<file path="src/rtl/i2c_strap_pkg.sv">
// Package: shared types and helpers for the strap-addressed I2C target.
// Assumes the address base has its two low bits clear, so that the
// strap kind can be added to it without carry.
package i2c_strap_pkg;

    typedef enum logic [1:0] {
        TIE_GND = 2'd0,
        TIE_VCC = 2'd1,
        TIE_SDA = 2'd2,
        TIE_SCL = 2'd3
    } tie_kind_t;

    typedef enum logic [1:0] {
        PH_IDLE,
        PH_SHIFT,
        PH_ACK_WAIT,
        PH_ACK
    } phase_t;

    // Map a three-sample strap pattern {idle, start, first fall} to a tie kind.
    // Returns 1 when the pattern is one of the four legal ones.
    function automatic logic classify_strap(input logic [2:0] pat,
                                            output tie_kind_t kind);
        kind = TIE_GND;
        case (pat)
            3'b000:  begin kind = TIE_GND; return 1'b1; end
            3'b111:  begin kind = TIE_VCC; return 1'b1; end
            3'b100:  begin kind = TIE_SDA; return 1'b1; end
            3'b110:  begin kind = TIE_SCL; return 1'b1; end
            default: return 1'b0;
        endcase
    endfunction

endpackage

</file>
<file path="src/rtl/i2c_line_sync.sv">
// Module: multi-bit two-or-more stage synchronizer for asynchronous bus lines.
// Assumes each bit is an independent slow level; resets to all ones so an
// idle (pulled-up) bus is seen during and just after reset.
module i2c_line_sync #(
    parameter int WIDTH  = 3,
    parameter int STAGES = 2
) (
    input  logic             clk,
    input  logic             rst_n,
    input  logic [WIDTH-1:0] d_i,
    output logic [WIDTH-1:0] q_o
);

    logic [WIDTH-1:0] pipe [STAGES];

    genvar g;
    generate
        for (g = 0; g < STAGES; g++) begin : g_stage
            if (g == 0) begin : g_first
                // First stage: capture the raw asynchronous level.
                always_ff @(posedge clk) begin
                    if (!rst_n) pipe[0] <= '1;
                    else        pipe[0] <= d_i;
                end
            end else begin : g_next
                // Later stages: let metastability settle.
                always_ff @(posedge clk) begin
                    if (!rst_n) pipe[g] <= '1;
                    else        pipe[g] <= pipe[g-1];
                end
            end
        end
    endgenerate

    assign q_o = pipe[STAGES-1];

endmodule

</file>
<file path="src/rtl/i2c_bus_events.sv">
// Module: detects START, STOP and SCL edges from synchronized bus lines.
// Assumes inputs are already synchronized; each event is a one-cycle pulse
// in the cycle the synchronized line shows the new level.
module i2c_bus_events (
    input  logic clk,
    input  logic rst_n,
    input  logic scl_s,
    input  logic sda_s,
    output logic start_o,
    output logic stop_o,
    output logic rise_o,
    output logic fall_o
);

    logic scl_q;
    logic sda_q;

    // Hold the previous synchronized levels for edge detection.
    always_ff @(posedge clk) begin
        if (!rst_n) begin
            scl_q <= 1'b1;
            sda_q <= 1'b1;
        end else begin
            scl_q <= scl_s;
            sda_q <= sda_s;
        end
    end

    // SDA edges while SCL stays high are bus conditions; SCL edges are clocks.
    always_comb begin
        start_o = scl_q && scl_s && sda_q && !sda_s;
        stop_o  = scl_q && scl_s && !sda_q && sda_s;
        rise_o  = !scl_q && scl_s;
        fall_o  = scl_q && !scl_s;
    end

endmodule

</file>
<file path="src/rtl/i2c_strap_decode.sv">
// Module: decodes the target address from the strap pin behaviour around
// each START. Samples the strap while the bus idles, at START, and at the
// first SCL fall after START, then maps the pattern to one of four addresses.
// Assumes synchronized inputs sharing one latency so the tie follows exactly.
module i2c_strap_decode
    import i2c_strap_pkg::*;
#(
    parameter int              ADDR_W    = 7,
    parameter logic [ADDR_W-1:0] BASE_ADDR = 7'h48
) (
    input  logic              clk,
    input  logic              rst_n,
    input  logic              scl_s,
    input  logic              sda_s,
    input  logic              strap_s,
    input  logic              start_i,
    input  logic              stop_i,
    input  logic              fall_i,
    output logic [ADDR_W-1:0] addr_o,
    output logic              err_o
);

    logic      idle_smp;
    logic      start_smp;
    logic      armed;
    logic      pat_ok;
    tie_kind_t kind;

    // Track the strap level while the bus is idle (both lines high).
    always_ff @(posedge clk) begin
        if (!rst_n)                          idle_smp <= 1'b0;
        else if (scl_s && sda_s && !start_i) idle_smp <= strap_s;
    end

    // Capture the strap at START and arm the decode for the first SCL fall.
    always_ff @(posedge clk) begin
        if (!rst_n) begin
            start_smp <= 1'b0;
            armed     <= 1'b0;
        end else if (start_i) begin
            start_smp <= strap_s;
            armed     <= 1'b1;
        end else if (stop_i || fall_i) begin
            armed     <= 1'b0;
        end
    end

    // Classify the three-sample pattern available at the first SCL fall.
    always_comb begin
        pat_ok = classify_strap({idle_smp, start_smp, strap_s}, kind);
    end

    // Update the address on a legal pattern; flag an illegal one (sticky).
    always_ff @(posedge clk) begin
        if (!rst_n) begin
            addr_o <= BASE_ADDR;
            err_o  <= 1'b0;
        end else if (armed && fall_i) begin
            if (pat_ok) addr_o <= BASE_ADDR + ADDR_W'(kind);
            else        err_o  <= 1'b1;
        end
    end

endmodule

</file>
<file path="src/rtl/i2c_addr_engine.sv">
// Module: shifts in the address byte, compares it with the decoded address
// and drives the acknowledge. STOP and START abort at any time.
// Assumes one-cycle event pulses from i2c_bus_events.
module i2c_addr_engine
    import i2c_strap_pkg::*;
#(
    parameter int ADDR_W = 7
) (
    input  logic              clk,
    input  logic              rst_n,
    input  logic              sda_s,
    input  logic              start_i,
    input  logic              stop_i,
    input  logic              rise_i,
    input  logic              fall_i,
    input  logic [ADDR_W-1:0] addr_i,
    output logic              pull_o,
    output logic              match_o,
    output logic              rw_o
);

    localparam int CNT_W = $clog2(ADDR_W + 1);

    phase_t            phase;
    logic [CNT_W-1:0]  cnt;
    logic [ADDR_W-1:0] shreg;
    logic              hit;

    // Compare the seven received bits with the decoded address.
    always_comb begin
        hit = (shreg == addr_i);
    end

    // Phase sequencing: shift, compare at the R/W bit, acknowledge, abort.
    always_ff @(posedge clk) begin
        if (!rst_n) begin
            phase   <= PH_IDLE;
            cnt     <= '0;
            shreg   <= '0;
            pull_o  <= 1'b0;
            match_o <= 1'b0;
            rw_o    <= 1'b0;
        end else begin
            match_o <= 1'b0;
            if (start_i) begin
                phase  <= PH_SHIFT;
                cnt    <= '0;
                pull_o <= 1'b0;
            end else if (stop_i) begin
                phase  <= PH_IDLE;
                pull_o <= 1'b0;
            end else begin
                case (phase)
                    PH_SHIFT: if (rise_i) begin
                        if (cnt == CNT_W'(ADDR_W)) begin
                            rw_o    <= sda_s;
                            match_o <= hit;
                            phase   <= hit ? PH_ACK_WAIT : PH_IDLE;
                        end else begin
                            shreg <= {shreg[ADDR_W-2:0], sda_s};
                            cnt   <= cnt + 1'b1;
                        end
                    end
                    PH_ACK_WAIT: if (fall_i) begin
                        pull_o <= 1'b1;
                        phase  <= PH_ACK;
                    end
                    PH_ACK: if (fall_i) begin
                        pull_o <= 1'b0;
                        phase  <= PH_IDLE;
                    end
                    default: phase <= PH_IDLE;
                endcase
            end
        end
    end

endmodule

</file>
<file path="src/rtl/i2c_strap_target.sv">
// Module: top of the strap-addressed I2C target address front end.
// Synchronizes the lines, finds bus events, decodes the strap address and
// runs the address phase. Assumes clk is many times faster than SCL.
module i2c_strap_target #(
    parameter int                ADDR_W      = 7,
    parameter logic [ADDR_W-1:0] BASE_ADDR   = 7'h48,
    parameter int                SYNC_STAGES = 2
) (
    input  logic              clk,
    input  logic              rst_n,
    input  logic              scl_i,
    input  logic              sda_i,
    input  logic              strap_i,
    output logic              sda_pull_o,
    output logic [ADDR_W-1:0] addr_o,
    output logic              match_o,
    output logic              rw_o,
    output logic              strap_err_o
);

    localparam int LINES = 3;

    logic [LINES-1:0] raw_lines;
    logic [LINES-1:0] sync_lines;
    logic             scl_s;
    logic             sda_s;
    logic             strap_s;
    logic             start_evt;
    logic             stop_evt;
    logic             rise_evt;
    logic             fall_evt;

    assign raw_lines = {strap_i, sda_i, scl_i};
    assign scl_s     = sync_lines[0];
    assign sda_s     = sync_lines[1];
    assign strap_s   = sync_lines[2];

    i2c_line_sync #(.WIDTH(LINES), .STAGES(SYNC_STAGES)) u_sync (
        .clk   (clk),
        .rst_n (rst_n),
        .d_i   (raw_lines),
        .q_o   (sync_lines)
    );

    i2c_bus_events u_events (
        .clk     (clk),
        .rst_n   (rst_n),
        .scl_s   (scl_s),
        .sda_s   (sda_s),
        .start_o (start_evt),
        .stop_o  (stop_evt),
        .rise_o  (rise_evt),
        .fall_o  (fall_evt)
    );

    i2c_strap_decode #(.ADDR_W(ADDR_W), .BASE_ADDR(BASE_ADDR)) u_decode (
        .clk     (clk),
        .rst_n   (rst_n),
        .scl_s   (scl_s),
        .sda_s   (sda_s),
        .strap_s (strap_s),
        .start_i (start_evt),
        .stop_i  (stop_evt),
        .fall_i  (fall_evt),
        .addr_o  (addr_o),
        .err_o   (strap_err_o)
    );

    i2c_addr_engine #(.ADDR_W(ADDR_W)) u_engine (
        .clk     (clk),
        .rst_n   (rst_n),
        .sda_s   (sda_s),
        .start_i (start_evt),
        .stop_i  (stop_evt),
        .rise_i  (rise_evt),
        .fall_i  (fall_evt),
        .addr_i  (addr_o),
        .pull_o  (sda_pull_o),
        .match_o (match_o),
        .rw_o    (rw_o)
    );

endmodule

</file>
<file path="config.mk">
export PLATFORM = sky130hd
export DESIGN_NAME = i2c_strap_target
export DESIGN_NICKNAME = d
export VERILOG_FILES = /design/src/rtl/i2c_strap_pkg.sv /design/src/rtl/i2c_line_sync.sv /design/src/rtl/i2c_bus_events.sv /design/src/rtl/i2c_strap_decode.sv /design/src/rtl/i2c_addr_engine.sv /design/src/rtl/i2c_strap_target.sv
export SDC_FILE = /design/constraint.sdc
export NUM_CORES = 1
export LEC_CHECK = 0
export ABC_AREA = 1
export BUFFER_PORTS_ARGS = -buffer_cell sky130_fd_sc_hd__buf_2
export CAP_MARGIN = 20
export CORE_ASPECT_RATIO = 0.6
export CORE_MARGIN = 4
export CORE_UTILIZATION = 40
export CTS_CLUSTER_SIZE = 12
export DETAILED_ROUTE_END_ITERATION = 10
export GPL_TIMING_DRIVEN = 0
export SLEW_MARGIN = 40
export SYNTH_ARGS = -nofsm -noshare
export SYNTH_HDL_FRONTEND = slang
export SYNTH_SLANG_ARGS = --single-unit
</file>
<file path="constraint.sdc">
create_clock -name clk -period 2.7 [get_ports clk]
set_input_delay 0.675 -clock clk [delete_from_list [all_inputs] [get_ports clk]]
set_output_delay 0.675 -clock clk [all_outputs]
set_load 0.05 [all_outputs]
</file>
==> run summary <==
Status - finished clean
Filler cell count - 310
Post-CTS setup buffers - 0
Worst hold stages - 1
Reg area - 581 sq um
Max Cap Viol - 0
CP required - 2.03 ns
CTS clock-pin slew for the worst setup and hold paths - 0.06 ns
Skew-Pair Late Insertion Delay - 0.28 ns
Number of global-route vias before repair - 949
Per-cell routed wire length - 10.5 microns
Total grt overflow - 0
Die Ht - 51.2 microns
DP HPWL - 1.76 mm
Ys Warns - 0
Post-Syn Area - 0.00125 sq mm
Unrepaired setup endpoints after global routing - false
Worst Setup Start Kind - flop
Dpl cells - 215
Final hold vios - 0
Pin count of the biggest net entering global routing - 11
Area of the die - 0.00410 sq mm
Num rows - 15
WL met2 - 902 microns
Worst r2r dst - u_engine.cnt[0]
Multi-input gate area - 538 sq um
Initial DRT Pass Iterations - 4
Initial antenna violation count - 0
Sink Count - 29
Hold WC Path Type - flop to flop
Fin crit period - 1.62 ns
Mapped Cells - 160
Worst path max stage delay - 0.38 ns
Met3 WL post-DR - 147 microns
Worst hold slack - 0.412 ns
Cell Count, Final, Fillers Out - 223
WL final - 2.33 mm
Min-delay src - u_sync.pipe[0][1]
Number of hold buffers added after CTS - 0
R2R Setup Slk - 1.30 ns
Initial Utilization - 0.426
Netlist cell types - 23
Total number of vias - 993
PD cells - 659 mW/mm^2
Fin. max-slew vios - 0
Worst slack at placement - 1.16 ns
Routed Antenna Nets - 0
CP max-delay cell - dfxtp_1
Syn avg cell area - 7.79 sq um
Max Used Layer - met4
Share of cells above drive strength 1 - 0.227
Max Fclk - 619 MHz
Area grow syn2layout - 18.5%
Seq/Total Area, Yosys - 0.466
Vias/cell - 4.45
Crit-path max FO - 4
Final cycle utilization of the critical path - 0.598
First-pass GRT wire length - 4.03 mm
Final Setup Violations - 0
Worst vdd ir - 0.329 mV
Critical path type - flop to output pin
Tot Pwr - 0.973 mW
Crit path buffers/inverters - 1
CTS Buffer Depth - 2
CTS tree - yes
H-tree depth - 2
DRT iter0 DRCs - 45
Number of diodes - 0
# DRC - 0
Setup_tns - 0 ns
Flops & latches, synth - 29
Num CTS Buffers - 5
Overall Global Routing Usage - 0.132
WP data arrival - 0.94 ns
Post_cts resized - 0
Final #Nets - 190
CP Capture Type - output pin
IO Count - 16
Critical path, cell by cell - buf_2
GP Congestion - 0.763
Hold EP - u_sync.pipe[1][1]
Min setup slack post-route - 1.08 ns
Reg2reg start - u_engine.cnt[0]
Top delay family on crit path - flip-flops
Leak Pwr - 0.679 nW
Die width - 80.1 microns
Worst R2R Path Depth - 7
Worst Skew - 0.00730 ns
Port buffer count - 10
Clk root buf - clkbuf_8
WL met1 - 1.24 mm
Core area - 0.00293 sq mm
layout by cell type, fill, tap and decap left out, drive strengths merged:
master / count
nor3: 1
clkbuf: 8
xor2: 1
inv: 21
a21oi: 14
bufinv: 1
nand3b: 2
o21ai: 12
ha: 5
nor2: 21
nand2: 27
conb: 5
o21bai: 1
dfxtp: 29
a31oi: 1
nand4: 1
buf: 17
nand3: 8
or2: 6
worst max path at each step:
stage,start,end,cells past startpoint
floorplan,u_decode.addr_o[1],addr_o[1],0
global placement,rst_n,u_sync.pipe[0][0],4
detailed placement,rst_n,u_sync.pipe[0][1],4
CTS,u_decode.addr_o[1],addr_o[1],1
global route,u_decode.addr_o[1],addr_o[1],1
finish,u_decode.addr_o[1],addr_o[1],1
area by class of cell:
| class | instances | area share |
|---|---|---|
| Tap cell | 42 | 0.0356 |
| Clock inverter | 1 | 0.0203 |
| Timing Repair Buffer | 10 | 0.0339 |
| Sequential cell | 29 | 0.393 |
| Multi-Input combinational cell | 105 | 0.364 |
| Buffer | 8 | 0.0407 |
| Inverter | 21 | 0.0534 |
| Clock buffer | 7 | 0.0585 |
report_power, final:
| group | switching (mW) | leakage [nW] | total, mW | internal, mW |
|---|---|---|---|---|
| sequential | 0.00823 | 0.236 | 0.446 | 0.438 |
| clock | 0.161 | 0.0585 | 0.461 | 0.300 |
| combinational | 0.0432 | 0.384 | 0.0660 | 0.0228 |
metal layers:
| layer | GRT usage | vias up |
|---|---|---|
| met5 | 0 | - |
| met4 | 0.0758 | 0 |
| met1 | 0.171 | 432 |
| met2 | 0.185 | 19 |
| met3 | 0.0511 | 7 |
| li1 | - | 535 |
kinds of logic after synthesis:
group           share of synthesized area
fa+ha+maj                          0.0502
flops                               0.466
buf+inv                             0.111
other cells                       0.00603
xor+xnor                          0.00703
compound gates                      0.115
simple gates                        0.244
cells in the mapped netlist, drive strengths merged:
library cell   n  area [sq um]
dfxtp         29           581
nand2         27           109
inv           21          78.8
nor2          21          86.3
a21oi         14          70.1
o21ai         12          60.1
nand3          8          40.0
buf            7          56.3
or2            6          37.5
ha             5          62.6
conb           2          7.51
nand3b         2          15.0
a31oi          1          6.26
clkbuf         1          3.75
nand4          1          6.26
nor3           1          10.0
o21bai         1          7.51
xor2           1          8.76
per-stage QoR:
step | util | area [sq um]
after global routing | 0.504 | 1480
after global placement | 0.465 | 1360
after floorplan | - | 1260
after CTS | 0.504 | 1480
after detailed placement | 0.465 | 1360
final | 0.504 | 1480
state kept, by name (all words and copies together), names as in the netlist:
| name | count |
|---|---|
| u_decode.err_o | 1 |
| u_decode.addr_o | 2 |
| u_sync.pipe | 6 |
| u_events.scl_q | 1 |
| u_decode.start_smp | 1 |
| u_decode.armed | 1 |
| u_engine.rw_o | 1 |
| u_engine.shreg | 7 |
| u_engine.cnt | 3 |
| u_engine.match_o | 1 |
| u_engine.pull_o | 1 |
| u_engine.phase | 2 |
| u_decode.idle_smp | 1 |
| u_events.sda_q | 1 |
Note: power is estimated with default switching activity, not from simulation.
